### src/rtl/ovly_pkg.sv
package ovly_pkg;

  // Where one core access is routed.
  typedef enum logic [2:0] {
    TGT_NONE,
    TGT_RAM,
    TGT_REG,
    TGT_EXT,
    TGT_ERR
  } target_e;

  // Strobes from the control to the datapath.
  typedef struct packed {
    logic capture;   // latch the external address
    logic useHeld;   // drive the latched address on the bus
    logic strobe;    // an external access is in progress
    logic grant;     // new decodes may reach the outputs
  } ctrl_s;

endpackage

### src/rtl/ovlyDecodeDp.sv
module ovlyDecodeDp
  import ovly_pkg::*;
#(
  parameter int ADDR_W    = 14,
  parameter int OVLY_W    = 2,
  parameter int REG_WORDS = 32
) (
  input  logic              clk,
  input  logic              rstN,
  input  logic              reqValid,
  input  logic              reqSpace,
  input  logic [ADDR_W-1:0] addr,
  input  logic [OVLY_W-1:0] pmOverlay,
  input  logic [OVLY_W-1:0] dmOverlay,
  input  logic              progExtLow,
  input  ctrl_s             ctrl,
  output target_e           target,
  output logic              ramEnable,
  output logic              regSelect,
  output logic              ovlyError,
  output logic [ADDR_W-1:0] extAddr
);

  localparam int HALF_W = ADDR_W - 1;
  localparam logic [ADDR_W-1:0] REG_BASE = ADDR_W'((1 << ADDR_W) - REG_WORDS);

  logic              upperHalf;
  logic              regHit;
  logic              extBank;
  logic [OVLY_W-1:0] ovly;
  logic [ADDR_W-1:0] liveExt;
  logic [ADDR_W-1:0] heldExt;

  assign upperHalf = addr[ADDR_W-1];
  assign ovly      = reqSpace ? dmOverlay : pmOverlay;

  // The register carve-out exists only if it has a non-zero size.
  generate
    if (REG_WORDS > 0) begin : gRegWin
      assign regHit = reqSpace && (addr >= REG_BASE);
    end else begin : gNoRegWin
      assign regHit = 1'b0;
    end
  endgenerate

  // Route decode
  always_comb begin
    target  = TGT_NONE;
    extBank = 1'b0;
    if (!reqValid) begin
      target = TGT_NONE;
    end else if (regHit) begin
      target = TGT_REG;
    end else if (!upperHalf) begin
      target = (!reqSpace && progExtLow) ? TGT_EXT : TGT_RAM;
    end else if (!reqSpace && progExtLow) begin
      target = (ovly == '0) ? TGT_RAM : TGT_ERR;
    end else begin
      if (ovly == OVLY_W'(0)) begin
        target = TGT_RAM;
      end else if (ovly == OVLY_W'(1)) begin
        target = TGT_EXT;
      end else if (ovly == OVLY_W'(2)) begin
        target  = TGT_EXT;
        extBank = 1'b1;
      end else begin
        target = TGT_ERR;
      end
    end
  end

  assign liveExt = {extBank, addr[HALF_W-1:0]};

  // Bus address held for the length of a stalled access
  always_ff @(posedge clk or negedge rstN) begin
    if (!rstN) begin
      heldExt <= '0;
    end else if (ctrl.capture) begin
      heldExt <= liveExt;
    end
  end

  always_comb begin
    if (ctrl.useHeld) begin
      extAddr = heldExt;
    end else if (ctrl.strobe) begin
      extAddr = liveExt;
    end else begin
      extAddr = '0;
    end
  end

  assign ramEnable = ctrl.grant && (target == TGT_RAM);
  assign regSelect = ctrl.grant && (target == TGT_REG);
  assign ovlyError = ctrl.grant && (target == TGT_ERR);

endmodule

### src/rtl/ovlyDecodeCtrl.sv
module ovlyDecodeCtrl
  import ovly_pkg::*;
#(
  parameter int WAIT_W = 3
) (
  input  logic              clk,
  input  logic              rstN,
  input  target_e           target,
  input  logic [WAIT_W-1:0] waitCount,
  output ctrl_s             ctrl,
  output logic              ready
);

  typedef enum logic {ST_IDLE, ST_WAIT} state_e;

  state_e            state;
  state_e            stateNext;
  logic [WAIT_W-1:0] cnt;
  logic [WAIT_W-1:0] cntNext;
  logic              extReq;
  logic              needStall;

  assign extReq    = (target == TGT_EXT);
  assign needStall = extReq && (waitCount != '0);

  always_comb begin
    ctrl      = '0;
    ready     = 1'b1;
    stateNext = state;
    cntNext   = cnt;
    unique case (state)
      ST_IDLE: begin
        ctrl.grant   = 1'b1;
        ctrl.strobe  = extReq;
        ctrl.capture = needStall;
        ready        = !needStall;
        if (needStall) begin
          stateNext = ST_WAIT;
          cntNext   = WAIT_W'(waitCount - 1'b1);
        end
      end
      ST_WAIT: begin
        ctrl.strobe  = 1'b1;
        ctrl.useHeld = 1'b1;
        ready        = (cnt == '0);
        if (cnt == '0) begin
          stateNext = ST_IDLE;
        end else begin
          cntNext = cnt - 1'b1;
        end
      end
      default: begin
        stateNext = ST_IDLE;
      end
    endcase
  end

  always_ff @(posedge clk or negedge rstN) begin
    if (!rstN) begin
      state <= ST_IDLE;
      cnt   <= '0;
    end else begin
      state <= stateNext;
      cnt   <= cntNext;
    end
  end

endmodule

### src/rtl/ovlyDecoder.sv
module ovlyDecoder
  import ovly_pkg::*;
#(
  parameter int ADDR_W    = 14,
  parameter int OVLY_W    = 2,
  parameter int WAIT_W    = 3,
  parameter int REG_WORDS = 32
) (
  input  logic              clk,
  input  logic              rstN,
  input  logic              reqValid,
  input  logic              reqSpace,
  input  logic [ADDR_W-1:0] addr,
  input  logic [OVLY_W-1:0] pmOverlay,
  input  logic [OVLY_W-1:0] dmOverlay,
  input  logic              progExtLow,
  input  logic [WAIT_W-1:0] waitCount,
  output logic              ramEnable,
  output logic              regSelect,
  output logic              ovlyError,
  output logic [ADDR_W-1:0] extAddr,
  output logic              extStrobeN,
  output logic              ready
);

  target_e target;
  ctrl_s   ctrl;

  ovlyDecodeDp #(
    .ADDR_W   (ADDR_W),
    .OVLY_W   (OVLY_W),
    .REG_WORDS(REG_WORDS)
  ) u_dp (
    .clk       (clk),
    .rstN      (rstN),
    .reqValid  (reqValid),
    .reqSpace  (reqSpace),
    .addr      (addr),
    .pmOverlay (pmOverlay),
    .dmOverlay (dmOverlay),
    .progExtLow(progExtLow),
    .ctrl      (ctrl),
    .target    (target),
    .ramEnable (ramEnable),
    .regSelect (regSelect),
    .ovlyError (ovlyError),
    .extAddr   (extAddr)
  );

  ovlyDecodeCtrl #(
    .WAIT_W(WAIT_W)
  ) u_ctrl (
    .clk      (clk),
    .rstN     (rstN),
    .target   (target),
    .waitCount(waitCount),
    .ctrl     (ctrl),
    .ready    (ready)
  );

  assign extStrobeN = !ctrl.strobe;

endmodule

### config.mk
export PLATFORM = sky130hd
export DESIGN_NAME = ovlyDecoder
export DESIGN_NICKNAME = d
export VERILOG_FILES = /design/src/rtl/ovly_pkg.sv /design/src/rtl/ovlyDecodeDp.sv /design/src/rtl/ovlyDecodeCtrl.sv /design/src/rtl/ovlyDecoder.sv
export SDC_FILE = /design/constraint.sdc
export NUM_CORES = 1
export LEC_CHECK = 0
export BUFFER_PORTS_ARGS = -buffer_cell sky130_fd_sc_hd__buf_2
export CAP_MARGIN = 10
export CORE_ASPECT_RATIO = 2
export CORE_UTILIZATION = 44
export DETAILED_ROUTE_END_ITERATION = 10
export PLACE_DENSITY = 0.73
export SLEW_MARGIN = 15
export SYNTH_ARGS = -nofsm -noshare
export SYNTH_HDL_FRONTEND = slang
export SYNTH_HIERARCHICAL = 1
export SYNTH_SLANG_ARGS = --single-unit
### constraint.sdc
create_clock -name clk -period 2.7 [get_ports clk]
set_input_delay 0.54 -clock clk [delete_from_list [all_inputs] [get_ports clk]]
set_output_delay 0.54 -clock clk [all_outputs]
set_load 0.01 [all_outputs]
==> results of run 1 <==
## placed cells by master, fill, tap and decap left out, types with 3 or more instances in the layout
cell type and instances:
a22o_1 11, buf_2 43, buf_4 26, clkbuf_8 4, dfrtp_1 18, ha_1 3, inv_1 6, mux2_2 13
mux2i_1 4, nand2_1 9
## critical path, delay by kind of cell
family	cells	cell delay [ns]
and+or+nand+nor	5	0.68
buffers and inverters	3	0.41
AOI/OAI and AO/OA	2	0.30
adders and majority gates	1	0.21
muxes	1	0.18
## flip-flops by register name, summed over array words and instances, names as in the netlist
signal,count
u_dp/heldExt,14
u_ctrl/cnt,3
u_ctrl/state,1
## report_power, final
part / internal (mW) / total [mW] / switching [mW]
registers: 0.403 / 0.492 / 0.0892
logic: 0.418 / 0.775 / 0.356
clock network: 0.130 / 0.218 / 0.0885
total: 0.951 / 1.49 / 0.534
## how the worst max path moves through the flow
stage	slack, ns	endpoint	depth (start not counted)
floorplan	0.01	extAddr[0]	10
global placement	-0.19	extAddr[7]	12
detailed placement	-0.29	extAddr[13]	12
CTS	-0.16	extAddr[13]	12
global route	-0.27	extAddr[13]	12
finish	-0.18	extAddr[2]	12
## kinds of logic after synthesis
logic type / Yosys count
AOI/OAI and AO/OA: 21
xor gates and xnor gates: 1
adders and majority gates: 4
buffers and inverters: 14
DFF: 18
muxes: 21
and+or+nand+nor: 26
## routing by layer
metal	part of all wire, %	up-vias	global-route usage [%]
li1	-	525	-
met1	34	535	19.3
met2	60	35	42.4
met3	3.9	4	2.92
met4	1.1	0	8.05
met5	0	-	0
## cell type report
cell class / instances / area share (%)
tap: 28 / 2.01
multi-input combinational: 73 / 41.5
sequential: 18 / 25.8
inverter: 7 / 1.51
clock buffer: 4 / 3.16
timing repair buffer: 72 / 26.0
## timing repair
action                                  in CTS  in global routing
endpoints found under the setup margin      15                 16
cloned                                       0                  0
buffers inserted                             9                  2
hold buffers                                 0                  0
resized for setup                           14                  2
pin swaps                                    9                  5
## metrics by stage
stage	total power [mW]	hold slack, ns	TNS (ns)	std cells	setup WS [ns]
after floorplan	0.977	0.244	0	105	0.0130
after global placement	1.19	0.481	-2.26	187	-0.189
after detailed placement	1.22	0.491	-4.58	187	-0.294
after CTS	1.49	0.218	-1.32	200	-0.156
after global routing	1.57	0.230	-3.90	202	-0.270
final	1.49	0.206	-2.18	202	-0.181
==> flow_metrics.env, run 1 <==
export IMPL_crit_arrival_ns=2.34
export IMPL_cpPeakStageDelay_ns=0.21
export IMPL_synth_avg_cell_area_um2=11.4
export IMPL_core_area_um2=2570
export IMPL_cts_tree="done"
export IMPL_slew_violations=0
export IMPL_io_pins=45
export IMPL_synthesis_area_um2=1190
export IMPL_port_buffers=44
export IMPL_drv_cap=0
export IMPL_tightest_slew_ns=0.403
export IMPL_synth_area_leaders="dfrtp_1, mux2_2, a22o_1"
export IMPL_register_area_um2=450
export IMPL_h_tree_depth=1
export IMPL_finalCriticalPeriod_ns=2.88
export IMPL_die_w_um=38.8
export IMPL_rsz0062_at_grt="true"
export IMPL_synthDistinctLibCells=32
export IMPL_synth_ff_type="dfrtp_1"
export IMPL_hp_class="primary input to async pin"
export IMPL_setup_viol=15
export IMPL_synth_edff_count=0
export IMPL_crit_start="reqSpace"
export IMPL_numCtsBuffers=3
export IMPL_critPathKind="primary input to output pin"
export IMPL_synthAdderAreaFrac_pct=4.20
export IMPL_drc=0
export IMPL_reg2reg_from="u_ctrl/state"
export IMPL_via_per_inst=5.44
export IMPL_slowest_stage="ha_1"
export IMPL_p_leak_nw=0.884
export IMPL_clock_latency_ns=0.25
export IMPL_ys_warn_count=6
export IMPL_violations="negative setup slack"
export IMPL_syn_inst=105
export IMPL_drtPass1Iterations=4
export IMPL_ys_seq_elements=18
export IMPL_cp_max_fo=5
export IMPL_syn2layout_area_growth_pct=46.3
export IMPL_rows=26
export IMPL_initial_core_util_pct=46.4
export IMPL_fmax_mhz=347
export IMPL_r2r_cells=5
export IMPL_synth_simple_area_share_pct=15.0
export IMPL_required_ns=2.16
export IMPL_synth_fp_nets=135
export IMPL_synth_common_cells="dfrtp_1, mux2_2, a22o_1"
export IMPL_synthXorXnorAreaFrac_pct=0.735
export IMPL_ir_worst_vdd_uv=537
export IMPL_async_flop_share_pct=100
export IMPL_r2r_end="u_ctrl/cnt[2]"
export IMPL_clock_sinks=18
export IMPL_clockRootBuffer="clkbuf_8"
export IMPL_muxShareOfSynthArea_pct=19.8
export IMPL_drtAntennaViolNets=0
export IMPL_finalCoreUtilization_pct=67.9
export IMPL_setup_ws_ns=-0.181
export IMPL_gp_congestion=0.754
export IMPL_grt_pass1_vias=1012
export IMPL_antenna_found_initial=0
export IMPL_path_cells="buf_12 -> mux2i_4 -> ha_1 -> nand3b_1 -> o211ai_2 -> nor3b_1 -> nand3b_4 -> nand2_2 -> nor2b_4 -> buf_4 -> a22o_1 -> buf_2"
export IMPL_clk_pin_slew_ns=0.06
export IMPL_wire_per_inst_um=15.1
export IMPL_power_density_nw_per_um2=852
export IMPL_overflow=0
export IMPL_post_route_period_util_pct=107
export IMPL_routed_wl_um=3050
export IMPL_yosysTopAreaCell="dfrtp_1"
export IMPL_status="complete, but fails checks"
export IMPL_finalInstanceArea_um2=1740
export IMPL_hold_viol=0
export IMPL_nNetsFinal=205
export IMPL_drt_iter0_drc=12
export IMPL_seq_area_frac_synth_pct=37.8
export IMPL_skew_ns=0.00110
export IMPL_yosysMostFrequentCell="dfrtp_1"
export IMPL_end_kind="output pin"
export IMPL_start_kind="primary input"
export IMPL_layout_drive_gt1_share_pct=62.1
export IMPL_dieArea_um2=2930
export IMPL_n_antenna_cell=0
export IMPL_grt_max_degree=24
export IMPL_yosysTopAreaCellShare_pct=37.8
export IMPL_track_usage_pct=21.0
export IMPL_clk_path_buf_depth=2
export IMPL_grt_pass1_wl_um=4290
export IMPL_vias=1099
export IMPL_r2r_slack_ns=1.11
export IMPL_synth_top_family_by_area="multiplexers"
export IMPL_dpl_cell_area_um2=1550
export IMPL_die_h_um=75.6
export IMPL_relSlewSlack_pct=73.1
export IMPL_multiInputGateArea_um2=724
export IMPL_dp_hpwl_um=2330
export IMPL_nFillCells=205
export IMPL_synth_compound_area_share_pct=16.7
Power figures use the tool's default switching activity.
==> inputs of run 2 (changes only) <==
Settings changed: ABC_AREA set to 1, PLACE_DENSITY 0.73 to 0.72.
==> run 2 against run 1 <==
The flow still finishes with violations (negative setup slack). Sequential cell count unchanged. Clock skew about the same. Clock-buffer cell count stayed put. Maximum frequency rose by 0.15%. Hold slack lost 0.0078 ns.
==> flow_metrics.env, run 2 <==
export IMPL_required_ns=2.16
export IMPL_synth_fp_nets=208
export IMPL_hold_ws_ns=0.198
export IMPL_register_area_um2=450
export IMPL_drtPass1Iterations=4
export IMPL_numCtsBuffers=3
export IMPL_synthAdderAreaFrac_pct=4.05
export IMPL_yosysMostFrequentCell="nand2_1"
export IMPL_core_area_um2=2600
export IMPL_cp_max_fo=3
export IMPL_path_cells="buf_8 -> inv_4 -> or2_4 -> o21ai_4 -> ha_4 -> nand2_1 -> nand2_1 -> o21ai_2 -> a21oi_4 -> nand2_2 -> o21ai_2 -> buf_4 -> buf_4 -> buf_4 -> buf_4 -> inv_1 -> buf_2"
export IMPL_seq_area_frac_synth_pct=36.4
export IMPL_drt_iter0_drc=24
export IMPL_antenna_found_initial=0
export IMPL_clockRootBuffer="clkbuf_8"
export IMPL_layout_common_cells="nand2_1, buf_2, buf_4"
export IMPL_port_buffers=44
export IMPL_crit_arrival_ns=2.34
export IMPL_setup_ws_ns=-0.177
export IMPL_multiInputGateArea_um2=773
export IMPL_end_kind="output pin"
export IMPL_n_antenna_cell=0
export IMPL_ys_seq_elements=18
export IMPL_die_w_um=39.5
export IMPL_p_leak_nw=1.02
export IMPL_grt_max_degree=19
export IMPL_rows=26
export IMPL_skew_ns=0.00157
export IMPL_post_place_ws_ns=-0.332
export IMPL_r2r_cells=6
export IMPL_wire_per_inst_um=13.3
export IMPL_critPathKind="primary input to output pin"
export IMPL_track_usage_pct=23.9
export IMPL_dp_cells=260
export IMPL_gp_congestion=0.707
export IMPL_synth_compound_area_share_pct=13.8
export IMPL_clk_pin_slew_ns=0.07
export IMPL_yosysTopAreaCellShare_pct=36.4
export IMPL_cpPeakStageDelay_ns=0.25
export IMPL_yosysTopAreaCell="dfrtp_1"
export IMPL_power_density_nw_per_um2=839
export IMPL_io_pins=45
export IMPL_tns_ns=-2.38
export IMPL_vias=1412
export IMPL_synth_top_family_by_area="simple AND/OR/NAND/NOR gates"
export IMPL_overflow=0
export IMPL_layout_commonest_cell="nand2_1"
export IMPL_relSlewSlack_pct=73.1
export IMPL_cp_top_family="buffers and inverters"
export IMPL_status="complete, but fails checks"
export IMPL_r2r_end="u_dp/heldExt[8]"
export IMPL_regMostFlops="u_dp/heldExt"
export IMPL_synth_simple_area_share_pct=31.4
export IMPL_synthesis_area_um2=1240
export IMPL_largest_reg_flops=14
export IMPL_finalPower_mw=1.60
export IMPL_hold_viol=0
export IMPL_reg_top3="u_dp/heldExt (14), u_ctrl/cnt (3), u_ctrl/state (1)"
export IMPL_muxShareOfSynthArea_pct=1.62
export IMPL_syn_inst=178
export IMPL_synth_avg_cell_area_um2=6.94
export IMPL_finalCriticalPeriod_ns=2.88
export IMPL_synth_area_leaders="dfrtp_1, nand2_1, o21ai_0"
export IMPL_violations="negative setup slack"
export IMPL_drc=0
export IMPL_r2r_slack_ns=1.25
export IMPL_synth_ff_type="dfrtp_1"
export IMPL_initial_core_util_pct=47.5
export IMPL_clk_path_buf_depth=2
export IMPL_dpl_cell_area_um2=1630
export IMPL_syn2layout_area_growth_pct=54.4
export IMPL_die_h_um=77.0
export IMPL_ys_warn_count=6
export IMPL_grt_pass1_wl_um=5340
export IMPL_cp_common_cell="buf_4"
export IMPL_routed_wl_um=3680
export IMPL_rsz0062_at_grt="true"
export IMPL_synthXorXnorAreaFrac_pct=0
export IMPL_tightest_slew_ns=0.404
export IMPL_nFillCells=193
export IMPL_drv_cap=0
export IMPL_via_per_inst=5.10
export IMPL_clock_sinks=18
export IMPL_path_buf_inv=8
export IMPL_hp_class="primary input to async pin"
export IMPL_nNetsFinal=280
export IMPL_dieArea_um2=3040
export IMPL_ir_worst_vdd_uv=524
export IMPL_h_tree_depth=1
export IMPL_cts_tree="done"
export IMPL_dp_hpwl_um=2300
export IMPL_async_flop_share_pct=100
export IMPL_synth_edff_count=0
export IMPL_slowest_stage="or2_4"
export IMPL_post_route_period_util_pct=107
export IMPL_finalInstanceArea_um2=1910
export IMPL_drtAntennaViolNets=0
export IMPL_layout_drive_gt1_share_pct=51.4
export IMPL_fmax_mhz=348
export IMPL_finalCoreUtilization_pct=73.3
export IMPL_synthDistinctLibCells=22
export IMPL_layoutNonFillerInstCount=277
export IMPL_synth_common_cells="nand2_1, inv_1, o21ai_0"
export IMPL_grt_pass1_vias=1327
export IMPL_reg2reg_from="u_ctrl/state"
export IMPL_crit_start="reqSpace"
export IMPL_clock_latency_ns=0.26
export IMPL_setup_viol=16
export IMPL_start_kind="primary input"
export IMPL_slew_violations=0
[run 2: how the worst max path moves through the flow]
stage,to,slack [ns],depth (start not counted)
2_1_floorplan,extAddr[0],0.007,17
3_3_place_gp,extAddr[12],-0.22,19
3_5_place_dp,extAddr[3],-0.33,19
4_1_cts,extAddr[12],-0.09,19
5_1_grt,extAddr[12],-0.29,19
6_report,extStrobeN,-0.18,17
[run 2: kinds of logic after synthesis]
| family | Yosys count |
|---|---|
| AO/OA/AOI/OAI | 31 |
| adder cells (fa/ha/maj) | 4 |
| buffers and inverters | 39 |
| flip-flops | 18 |
| multiplexers | 2 |
| AND/OR/NAND/NOR | 84 |
[run 2: area by class of cell]
| class | count | area share, % |
|---|---|---|
| well taps | 28 | 1.84 |
| inverters | 33 | 6.62 |
| flip-flops and latches | 18 | 23.6 |
| repair buffers | 73 | 24.5 |
| clock buffers | 4 | 2.89 |
| multi-input cells | 121 | 40.5 |
[run 2: layer usage]
metal  wire (um)  part of all wire [%]  vias up  track usage [%]
li1            -                     -      695                -
met1        1430                    39      663             25.6
met2        2040                    56       42             42.0
met3         125                   3.4       12             2.89
met4          82                   2.2        0             11.4
met5           0                     0        -                0
[run 2: what timing repair did]
action                     CTS  global route
gates resized for setup     31            11
hold buffers                 0             0
setup endpoints to repair   15            16
pin swaps                   12             8
gates cloned                 0             0
setup buffers               11             2
[run 2: report_power, final]
part	switching, mW	internal [mW]	total (mW)
logic	0.521	0.391	0.912
registers	0.0634	0.398	0.462
clock network	0.0962	0.130	0.226
==> inputs of run 3 (changes only) <==
Settings changed: RECOVER_POWER set to 50, SKIP_CTS_REPAIR_TIMING set to 1.
==> run 3 against run 2 <==
The flow still finishes with violations (negative setup slack). Die area unchanged. Core utilization shrank 4.0 points. Sequential cell count is the same. Largest cell class unchanged.
==> flow_metrics.env, run 3 (same netlist as run 2, synthesis figures left out) <==
export IMPL_status="complete, but fails checks"
export IMPL_violations="negative setup slack"
export IMPL_dp_cells=260
export IMPL_dp_hpwl_um=2300
export IMPL_gp_congestion=0.707
export IMPL_clk_pin_slew_ns=0.07
export IMPL_h_tree_depth=1
export IMPL_routed_wl_um=3050
export IMPL_clock_sinks=18
export IMPL_finalInstanceArea_um2=1800
export IMPL_drtPass1Iterations=4
export IMPL_post_route_period_util_pct=105
export IMPL_drv_cap=0
export IMPL_nNetsFinal=269
export IMPL_die_h_um=77.0
export IMPL_io_pins=45
export IMPL_required_ns=2.16
export IMPL_clockRootBuffer="clkbuf_8"
export IMPL_vias=1319
export IMPL_reg_top3="u_dp/heldExt (14), u_ctrl/cnt (3), u_ctrl/state (1)"
export IMPL_dpl_cell_area_um2=1630
export IMPL_overflow=0
export IMPL_start_kind="primary input"
export IMPL_layoutNonFillerInstCount=266
export IMPL_numCtsBuffers=3
export IMPL_crit_start="reqSpace"
export IMPL_clk_path_buf_depth=2
export IMPL_power_density_nw_per_um2=846
export IMPL_initial_core_util_pct=47.5
export IMPL_regMostFlops="u_dp/heldExt"
export IMPL_track_usage_pct=20.4
export IMPL_syn2layout_area_growth_pct=45.9
export IMPL_cp_max_fo=7
export IMPL_r2r_cells=6
export IMPL_finalCriticalPeriod_ns=2.83
export IMPL_rsz0062_at_grt="true"
export IMPL_slew_violations=0
export IMPL_fmax_mhz=354
export IMPL_crit_path_end="extAddr[3]"
export IMPL_end_kind="output pin"
export IMPL_grt_pass1_vias=1161
export IMPL_grt_max_degree=19
export IMPL_reg2reg_from="u_ctrl/state"
export IMPL_cts_tree="done"
export IMPL_r2r_slack_ns=1.28
export IMPL_largest_reg_flops=14
export IMPL_nFillCells=217
export IMPL_post_place_ws_ns=-0.332
export IMPL_r2r_end="u_dp/heldExt[8]"
export IMPL_clock_latency_ns=0.26
export IMPL_skew_ns=0.000622
export IMPL_hold_viol=0
export IMPL_critPathKind="primary input to output pin"
export IMPL_crit_arrival_ns=2.29
export IMPL_core_area_um2=2600
export IMPL_n_antenna_cell=0
export IMPL_port_buffers=44
export IMPL_die_w_um=39.5
export IMPL_hold_ws_ns=0.407
export IMPL_drc=0
export IMPL_p_leak_nw=0.966
export IMPL_grt_pass1_wl_um=4620
export IMPL_finalPower_mw=1.53
export IMPL_antenna_found_initial=0
export IMPL_ir_worst_vdd_uv=520
export IMPL_drtAntennaViolNets=0
export IMPL_layout_common_cells="nand2_1, buf_2, inv_1"
export IMPL_wire_per_inst_um=11.5
export IMPL_rows=26
export IMPL_layout_drive_gt1_share_pct=47.1
export IMPL_setup_viol=14
export IMPL_via_per_inst=4.96
export IMPL_tightest_slew_ns=0.963
export IMPL_layout_commonest_cell="nand2_1"
export IMPL_dieArea_um2=3040
export IMPL_relSlewSlack_pct=35.8
export IMPL_drt_iter0_drc=24
export IMPL_setup_ws_ns=-0.128
export IMPL_hp_class="primary input to async pin"
## run 3: worst min-delay path by stage
stage	startpoint	end	slack, ns	cells past startpoint
after CTS	rstN	u_dp/heldExt[3]	0.22	1
final	rstN	u_dp/heldExt[2]	0.41	1
after global routing	rstN	u_dp/heldExt[3]	0.49	1
after floorplan	rstN	u_ctrl/cnt[0]	0.24	0
after global placement	u_dp/heldExt[13]	u_dp/heldExt[13]	0.47	2
after detailed placement	u_dp/heldExt[13]	u_dp/heldExt[13]	0.49	2
## run 3: layout make-up
cell class / count / area [um^2] / share of cell area [%]
sequential: 18 / 450 / 25.0
clock buffer: 4 / 55.1 / 3.05
inverter: 33 / 126 / 7.01
tap: 28 / 35.0 / 1.94
multi-input combinational: 121 / 756 / 41.9
timing repair buffer: 62 / 380 / 21.1
## run 3: through the flow
step,setup TNS (ns),util [%]
4_1_cts,-4.90,64.8
3_5_place_dp,-5.47,62.7
2_1_floorplan,0,-
6_report,-1.51,69.3
3_3_place_gp,-3.13,62.7
5_1_grt,-3.48,69.3
## run 3: critical path, stage by stage
cell	delay, ns
buf_6	0.10
inv_4	0.05
or2_4	0.12
o21ai_4	0.06
ha_1	0.28
nand2_1	0.05
nand2_1	0.07
o21ai_2	0.08
a21oi_4	0.14
nand2_2	0.09
o21ai_2	0.16
nand2_1	0.08
inv_2	0.09
buf_6	0.14
nand2_2	0.06
o21ai_2	0.05
buf_2	0.14
## run 3: metal layers
metal | share of wire [%] | up-vias | track usage, %
met5 | 0 | - | 0
met4 | 1.2 | 0 | 7.24
met3 | 3.9 | 7 | 2.89
met2 | 56 | 34 | 36.6
met1 | 39 | 608 | 22.0
li1 | - | 670 | -
## run 3: power breakdown
group | total, mW | switching, mW | leakage, nW | internal [mW]
clock network | 0.223 | 0.0937 | 0.0288 | 0.130
registers | 0.461 | 0.0623 | 0.224 | 0.398
logic | 0.841 | 0.491 | 0.713 | 0.350
total | 1.53 | 0.647 | 0.966 | 0.878
